==> src/rtl/audio_cs_tracker.sv <==
module audio_cs_tracker #(
  parameter int PW = 16,
  parameter int RW = 19
) (
  input  logic          clk,
  input  logic          rst_n,
  input  logic [PW-1:0] poll_period,
  input  logic [14:0]   fmt_word,
  input  logic [15:0]   stat_word,
  output logic          busy,
  output logic          update,
  output logic [3:0]    chan_count,
  output logic [5:0]    sample_bits,
  output logic [RW-1:0] sample_rate,
  output logic [31:0]   cs_word1,
  output logic [31:0]   cs_word2
);
  localparam int KW = 4;
  localparam int DW = 4;
  localparam int CW = $clog2(RW + 1);

  typedef enum logic [1:0] {S_IDLE, S_MUL, S_DIV, S_FIN} state_t;
  state_t st;

  logic [PW-1:0] pcnt;
  logic [CW-1:0] step;
  logic [14:0]   snap_fmt;
  logic [15:0]   snap_stat;
  logic [RW-1:0] mcand, quo;
  logic [KW-1:0] mplier;
  logic [DW:0]   rem, trial;
  logic [DW-1:0] dvsr;
  logic [7:0]    stat_q, cat_q;
  logic          tick, chg;
  logic [3:0]    d_chan, rcode, scode;
  logic [5:0]    d_bits;
  logic [31:0]   n_cs1, n_cs2;

  assign tick   = (pcnt == '0);
  assign busy   = (st != S_IDLE);
  assign dvsr   = {1'b0, snap_fmt[10:8]} + 4'd1;
  assign trial  = {rem[DW-1:0], quo[RW-1]};
  assign d_chan = {1'b0, snap_fmt[2:0]} + 4'd1;

  always_comb begin
    case (snap_fmt[7:4])
      4'd0:    d_bits = 6'd8;
      4'd2:    d_bits = 6'd20;
      4'd3:    d_bits = 6'd24;
      4'd4:    d_bits = 6'd32;
      default: d_bits = 6'd16;
    endcase
  end

  always_comb begin
    case (quo)
      RW'(32000):  rcode = 4'h3;
      RW'(48000):  rcode = 4'h2;
      RW'(88200):  rcode = 4'h8;
      RW'(96000):  rcode = 4'hA;
      RW'(176400): rcode = 4'hC;
      RW'(192000): rcode = 4'hE;
      default:     rcode = 4'h0;
    endcase
  end

  always_comb begin
    case (d_bits)
      6'd16:   scode = 4'h2;
      6'd20:   scode = 4'h3;
      6'd24:   scode = 4'hB;
      default: scode = 4'h0;
    endcase
  end

  assign n_cs1 = {4'h0, rcode, 8'h00, snap_stat[15:8], 4'h0,
                  snap_stat[3], snap_stat[4], snap_stat[5], snap_stat[6]};
  assign n_cs2 = {13'd0, snap_stat[1] ? 3'b101 : 3'b000, 12'd0, scode};

  assign chg = (d_chan != chan_count) || (quo != sample_rate) ||
               (d_bits != sample_bits) || (snap_stat[7:0] != stat_q) ||
               (snap_stat[15:8] != cat_q);

  always_ff @(posedge clk) begin
    if (!rst_n)     pcnt <= '0;
    else if (tick)  pcnt <= poll_period;
    else            pcnt <= pcnt - 1'b1;
  end

  always_ff @(posedge clk) begin
    if (!rst_n) begin
      st          <= S_IDLE;
      step        <= '0;
      snap_fmt    <= '0;
      snap_stat   <= '0;
      mcand       <= '0;
      mplier      <= '0;
      quo         <= '0;
      rem         <= '0;
      update      <= 1'b0;
      chan_count  <= '0;
      sample_bits <= '0;
      sample_rate <= '0;
      stat_q      <= '0;
      cat_q       <= '0;
      cs_word1    <= '0;
      cs_word2    <= '0;
    end else begin
      update <= 1'b0;
      case (st)
        S_IDLE: if (tick) begin
          snap_fmt  <= fmt_word;
          snap_stat <= stat_word;
          mcand     <= fmt_word[14] ? RW'(44100) : RW'(48000);
          mplier    <= {1'b0, fmt_word[13:11]} + 4'd1;
          quo       <= '0;
          step      <= '0;
          st        <= S_MUL;
        end
        S_MUL: begin
          if (mplier[0]) quo <= quo + mcand;
          mcand  <= mcand << 1;
          mplier <= mplier >> 1;
          step   <= step + 1'b1;
          if (step == CW'(KW - 1)) begin
            step <= '0;
            rem  <= '0;
            st   <= S_DIV;
          end
        end
        S_DIV: begin
          if (trial >= {1'b0, dvsr}) begin
            rem <= trial - {1'b0, dvsr};
            quo <= {quo[RW-2:0], 1'b1};
          end else begin
            rem <= trial;
            quo <= {quo[RW-2:0], 1'b0};
          end
          step <= step + 1'b1;
          if (step == CW'(RW - 1)) st <= S_FIN;
        end
        S_FIN: begin
          update      <= chg;
          chan_count  <= d_chan;
          sample_bits <= d_bits;
          sample_rate <= quo;
          stat_q      <= snap_stat[7:0];
          cat_q       <= snap_stat[15:8];
          cs_word1    <= n_cs1;
          cs_word2    <= n_cs2;
          st          <= S_IDLE;
        end
        default: st <= S_IDLE;
      endcase
    end
  end

  a_r7_single_pulse: assert property (@(posedge clk) disable iff (!rst_n)
    update |=> !update);
  a_r7_pulse_when_idle: assert property (@(posedge clk) disable iff (!rst_n)
    update |-> !busy);
  a_r7_words_move_with_pulse: assert property (@(posedge clk) disable iff (!rst_n)
    (!$stable(cs_word1) || !$stable(cs_word2)) |-> update);
  a_r9_busy_until_finish: assert property (@(posedge clk) disable iff (!rst_n)
    (busy && st != S_FIN) |=> busy);
  a_r3_rate_ceiling: assert property (@(posedge clk) disable iff (!rst_n)
    sample_rate <= RW'(384000));
endmodule

==> config.mk <==
export PLATFORM = sky130hd
export DESIGN_NAME = audio_cs_tracker
export DESIGN_NICKNAME = d
export VERILOG_FILES = /design/src/rtl/audio_cs_tracker.sv
export SDC_FILE = /design/constraint.sdc
export NUM_CORES = 1
export LEC_CHECK = 0
export BUFFER_PORTS_ARGS = -buffer_cell sky130_fd_sc_hd__buf_2
export CAP_MARGIN = 10
export CORE_UTILIZATION = 51
export CTS_BUF_LIST = sky130_fd_sc_hd__clkbuf_16
export DETAILED_ROUTE_END_ITERATION = 10
export PLACE_DENSITY = 0.81
export SLEW_MARGIN = 10
export SYNTH_ARGS = -nofsm -noshare
export SYNTH_HDL_FRONTEND = slang
export SYNTH_SLANG_ARGS = --single-unit
==> constraint.sdc <==
create_clock -name clk -period 2.2 [get_ports clk]
set_input_delay 0.11 -clock clk [delete_from_list [all_inputs] [get_ports clk]]
set_output_delay 0.11 -clock clk [all_outputs]
set_load 0.05 [all_outputs]
==> flow_metrics.tcl, run 1 <==
set metrics [dict create \
    status "complete, no violations" \
    drc 0 \
    worstSkewPairLatency_ns 0.42 \
    min_path_type "input port to register" \
    seqCellArea_mm2 0.002888 \
    final.period_utilization_pct 97.63 \
    synth_common_cells "144 x dfxtp_1, 114 x nand2_1, 112 x nor2_1, 52 x buf_4, 47 x a21oi_1" \
    cts_tree "yes" \
    grt_pass1_vias 7010 \
    cp_common_cell "o211ai_1" \
    initialDrtViolationCount 600 \
    powerDensity_mw_per_mm2 978.3 \
    cts_buffers 17 \
    min_from "poll_period[5]" \
    synthTopCellsByArea "dfxtp_1 36%, mux2i_1 5.7%, nand2_1 5.4%" \
    synth_area_mm2 0.007939 \
    netlist.area_leader.share_pct 36.31 \
    end_kind "register" \
    fillers 1185 \
    skew_ns 0.008469 \
    final_max_slew_viol_count 0 \
    syn_inst 943 \
    finalNetCount 1180 \
    setup-tns-final_ns 0 \
    ys_seq_area_share_pct 36.31 \
    antenna_found_initial 1 \
    multi_input_area_mm2 0.004669 \
    cp.arrival_ns 2.45 \
    leakage_uw 0.004099 \
    post_route_cells_drive_above_1_share_pct 19.75 \
    worst_path_max_delay_cell "ha_1" \
    async_reset_ff_share_pct 0 \
    grt_usage_pct 26.24 \
    path_delay_family "compound AO/OA/AOI/OAI gates" \
    floorplan.initialDensity_pct 52.22 \
    regToRegStartpoint "mcand[5]$_SDFFE_PN0P_" \
    cp-startpoint "mcand[5]$_SDFFE_PN0P_" \
    clkSinkCount 144 \
    hold_violations 0 \
    io_buffers 97 \
    synth_top_cell_by_area "dfxtp_1" \
    final_area_mm2 0.009764 \
    worst-setup-path-type "register to register" \
    grt_first_pass_wirelength_um 33640 \
    overflow 0 \
    synthFlopType "dfxtp_1" \
    dp_hpwl_um 13500 \
    vdd_drop_max_mv 0.7456 \
    cts_root_buffer "clkbuf_16" \
    coreArea_mm2 0.01520 \
    fp.dieW_um 126.8 \
    grt_start_max_net_pins 54 \
    finalSetupViolations 0 \
    drt_first_pass_iters 6 \
    period_needed_ns 2.148 \
    cp_cell_sequence "ha_1 > o211ai_1 > o211ai_1 > a211oi_1 > buf_4 > buf_4 > o21ai_0 > xnor2_1 > o211ai_1" \
    slew_headroom_pct 63.81 \
    io_pins 144 \
    yosysWarnings 0 \
    placed_area_mm2 0.008680 \
    row_count 45 \
    synth_edf_count 0 \
    hold_ws_ns 0.02072 \
    gp_congestion 0.8511 \
    start_kind "register" \
    fp.dieArea_mm2 0.01607 \
    cts.clk_slew.worst_paths_ns 0.06 \
    htree_levels 4 \
    yosysMostFrequentCell "dfxtp_1" \
    post_drt_wl_per_cell_um 16.38 \
    critPathBufInv 2 \
    wirelength_um 21260 \
    syn_to_final_growth_pct 22.99 \
    fmax_ghz 0.4656 \
    required_ns 2.50 \
    die_h_um 126.8 \
    synth_seq_cells 144 \
    tightest_slew_ns 0.5420 \
    cp_max_fo 4 \
    ys_types 71 \
    syn_avg_cell_area_um2 8.419 \
    clockBufferDepth 2 \
    vias_per_cell 5.656 \
    postRouteAntennaNets 0 \
    cpPeakStageDelay_ns 0.38 \
    vias 7342 \
    drv_cap 0 \
    p_total_uw 9552 \
]
## routing by layer
| layer | vias to the layer above | global-route usage [%] | wire length, µm |
|---|---|---|---|
| met3 | 61 | 5.652 | 1430 |
| met5 | - | 0 | 0 |
| met2 | 315 | 45.34 | 10380 |
| met1 | 3484 | 31.51 | 8790 |
| met4 | 0 | 11.20 | 664 |
| li1 | 3482 | - | - |
## layout by cell type (no fill, tap or decap), types with 27 or more instances in the layout
cell and n:
a21oi_1 42, buf_2 97, buf_4 50, conb_1 45, dfxtp_1 140, dlygate4sd3_1 39
mux2i_1 44, nand2_1 114, nor2_1 112, o21ai_0 27, xnor2_1 38, xor2_1 36
## power breakdown
part	leakage (µW)	internal [µW]	switching, µW
Combinational	0.00267	1430	2170
Sequential	0.00117	2920	341
Clock	0.000263	1540	1150
Total	0.00410	5890	3660
## final timing paths
check / end / slack (ns) / depth (start not counted)
setup / recovery: quo[17]$_SDFFE_PN0P_ / 0.05 / 9
setup reg to reg: quo[17]$_SDFFE_PN0P_ / 0.05 / 9
hold reg to reg: cs_word2[0]$_SDFFE_PN0N_ / 0.45 / 1
hold / removal: pcnt[5]$_SDFF_PN0_ / 0.02 / 3
## final cells by class
cell class,count,share of cell area [%]
repair buffers,191,13.84
multi-input cells,723,47.82
flip-flops and latches,144,29.57
well taps,188,2.409
inverters,19,0.7304
clock buffers,17,4.357
clock inverters,15,1.243
diodes,1,0.02563
## kinds of logic after synthesis
group	Yosys count	synth area share, %
fa+ha+maj	35	5.705
mux	48	6.131
buf+inv	120	8.463
other cells	1	0.04724
flops	144	36.31
compound gates	178	14.66
xor+xnor	74	8.164
simple gates	343	20.52
## flip-flops by register name, summed over array words and instances, names as in the netlist
signal / count
quo: 19
pcnt: 16
rem: 4
snap_stat: 16
sample_bits: 4
cs_word2: 3
sample_rate: 19
st: 2
mcand: 17
step: 5
chan_count: 4
cat_q: 7
snap_fmt: 10
update: 1
mplier: 4
stat_q: 8
cs_word1: 5
## through the flow
stage               cells  util (%)  setup WS, ns
floorplan             987         -       0.03102
global placement     1223     57.09       0.06092
detailed placement   1223     57.09       0.04255
CTS                  1294     63.29       0.03609
global route         1298     64.23      -0.05371
finish               1298     64.23       0.05211
## worst register-to-register path, delay by kind of cell (launching register included)
family	cells	cell delay, ns
adders and majority gates	1	0.38
DFF	1	0.34
AOI/OAI and AO/OA	5	0.87
xor gates and xnor gates	1	0.16
buffers and inverters	2	0.28
## timing repair
action / 4_1_cts / 5_1_grt
pin swaps: 0 / 7
gates resized for setup: 1 / 24
hold buffers: 39 / 0
setup buffers: 0 / 3
endpoints found under the hold margin: 39 / 0
gates cloned: 0 / 0
endpoints found under the setup margin: 1 / 13
(Power assumes the default switching activity.)
==> run 2, diff against run 1 <==
Settings changed: MAX_ROUTING_LAYER set to met4.
==> flow_metrics.tcl, run 2 (synthesis results as in run 1) <==
set metrics [dict create \
    coreArea_mm2 0.01520 \
    cts_root_buffer "clkbuf_16" \
    powerDensity_mw_per_mm2 988.0 \
    ff2ff_path_depth 7 \
    overflow 0 \
    die_h_um 126.8 \
    skew_ns 0.009772 \
    vdd_drop_max_mv 0.8634 \
    grt_first_pass_wirelength_um 32340 \
    row_count 45 \
    drc 0 \
    postRouteAntennaNets 0 \
    hold_violations 0 \
    final.period_utilization_pct 98.19 \
    io_pins 144 \
    gp_congestion 0.8761 \
    required_ns 2.52 \
    setup-tns-final_ns 0 \
    postCtsSetupRepairBufs 0 \
    layout_common_cells "143 x dfxtp_1, 114 x nand2_1, 112 x nor2_1" \
    period_needed_ns 2.160 \
    clockBufferDepth 2 \
    cts_tree "yes" \
    htree_levels 4 \
    mostFrequentLayoutCell "dfxtp_1" \
    final_area_mm2 0.009721 \
    min_path_type "input port to register" \
    fillers 1193 \
    floorplan.initialDensity_pct 52.22 \
    worstSkewPairLatency_ns 0.44 \
    min_path_cells 3 \
    start_kind "register" \
    final_max_slew_viol_count 0 \
    tightest_slew_ns 0.5183 \
    drt_first_pass_iters 5 \
    finalSetupViolations 0 \
    p_total_uw 9604 \
    grt_start_max_net_pins 54 \
    syn_to_final_growth_pct 22.44 \
    cts.clk_slew.worst_paths_ns 0.06 \
    end_kind "register" \
    cts_buffers 17 \
    leakage_uw 0.004128 \
    vias_per_cell 5.549 \
    dp.cells 1225 \
    placed_area_mm2 0.008682 \
    wirelength_um 20350 \
    post_route_cells_drive_above_1_share_pct 19.10 \
    io_buffers 97 \
    grt_usage_pct 26.19 \
    fp.dieW_um 126.8 \
    dp_hpwl_um 13520 \
    post_drt_wl_per_cell_um 15.68 \
    fmax_ghz 0.4629 \
    initialDrtViolationCount 537 \
    fp.dieArea_mm2 0.01607 \
    vias 7203 \
    worst-setup-path-type "register to register" \
    status "complete, no violations" \
    finalNetCount 1181 \
    grt_pass1_vias 6673 \
    cp_max_fo 4 \
    final_core_util_pct 63.94 \
    cp.arrival_ns 2.48 \
    fin_cells 1298 \
    slew_headroom_pct 64.96 \
    reg.largest.list "quo: 19 flops, sample_rate: 19 flops, mcand: 17 flops" \
    drv_cap 0 \
    diodes 0 \
    antenna_found_initial 0 \
    clkSinkCount 144 \
]
run 2: repair_timing:
item,CTS,global route
hold endpoints to repair,41,0
gates resized for setup,0,12
hold buffers,41,0
setup endpoints to repair,0,7
run 2: layer usage:
layer | up-vias | routed length, µm | global-route usage [%]
li1 | 3501 | - | -
met1 | 3383 | 8721 | 31.05
met2 | 268 | 9863 | 43.39
met3 | 51 | 1223 | 5.399
met4 | 0 | 546 | 10.78
met5 | - | 0 | -
run 2: critical path: stages (launching register included):
cell and delay, ns:
dfxtp_1 0.33, ha_1 0.37, a21o_1 0.24, a21o_1 0.21
nor4b_1 0.50, a221oi_2 0.16, xnor2_1 0.17, o21ai_0 0.08
run 2: final timing paths:
check                                              start                        to  slack, ns
worst min register to register  cs_word2[0]$_SDFFE_PN0N_  cs_word2[0]$_SDFFE_PN0N_       0.46
worst min-delay path                      poll_period[7]        pcnt[7]$_SDFF_PN0_       0.03
worst max-delay path              mcand[11]$_SDFFE_PN0P_      quo[18]$_SDFFE_PN0P_       0.04
worst max register to register    mcand[11]$_SDFFE_PN0P_      quo[18]$_SDFFE_PN0P_       0.04
run 2: power breakdown:
group,internal (µW),switching [µW]
Combinational,1410,2160
Sequential,2920,342
Clock,1570,1200
run 2: metrics by stage:
step | hold WS (ns) | worst slack (ns)
5_1_grt | 0.04971 | -0.1075
3_5_place_dp | 0.3540 | 0.03747
6_report | 0.02842 | 0.03983
3_3_place_gp | 0.3506 | 0.05378
2_1_floorplan | 0.2505 | 0.03102
4_1_cts | 0.02281 | 0.008924
run 2: cell type report:
type / instances / area, µm² / area share (%)
multi-input combinational: 723 / 4621 / 47.54
sequential: 144 / 2884 / 29.67
tap: 188 / 235.2 / 2.420
clock inverter: 15 / 132.6 / 1.364
timing repair buffer: 192 / 1351 / 13.90
inverter: 19 / 71.32 / 0.7337
clock buffer: 17 / 425.4 / 4.376
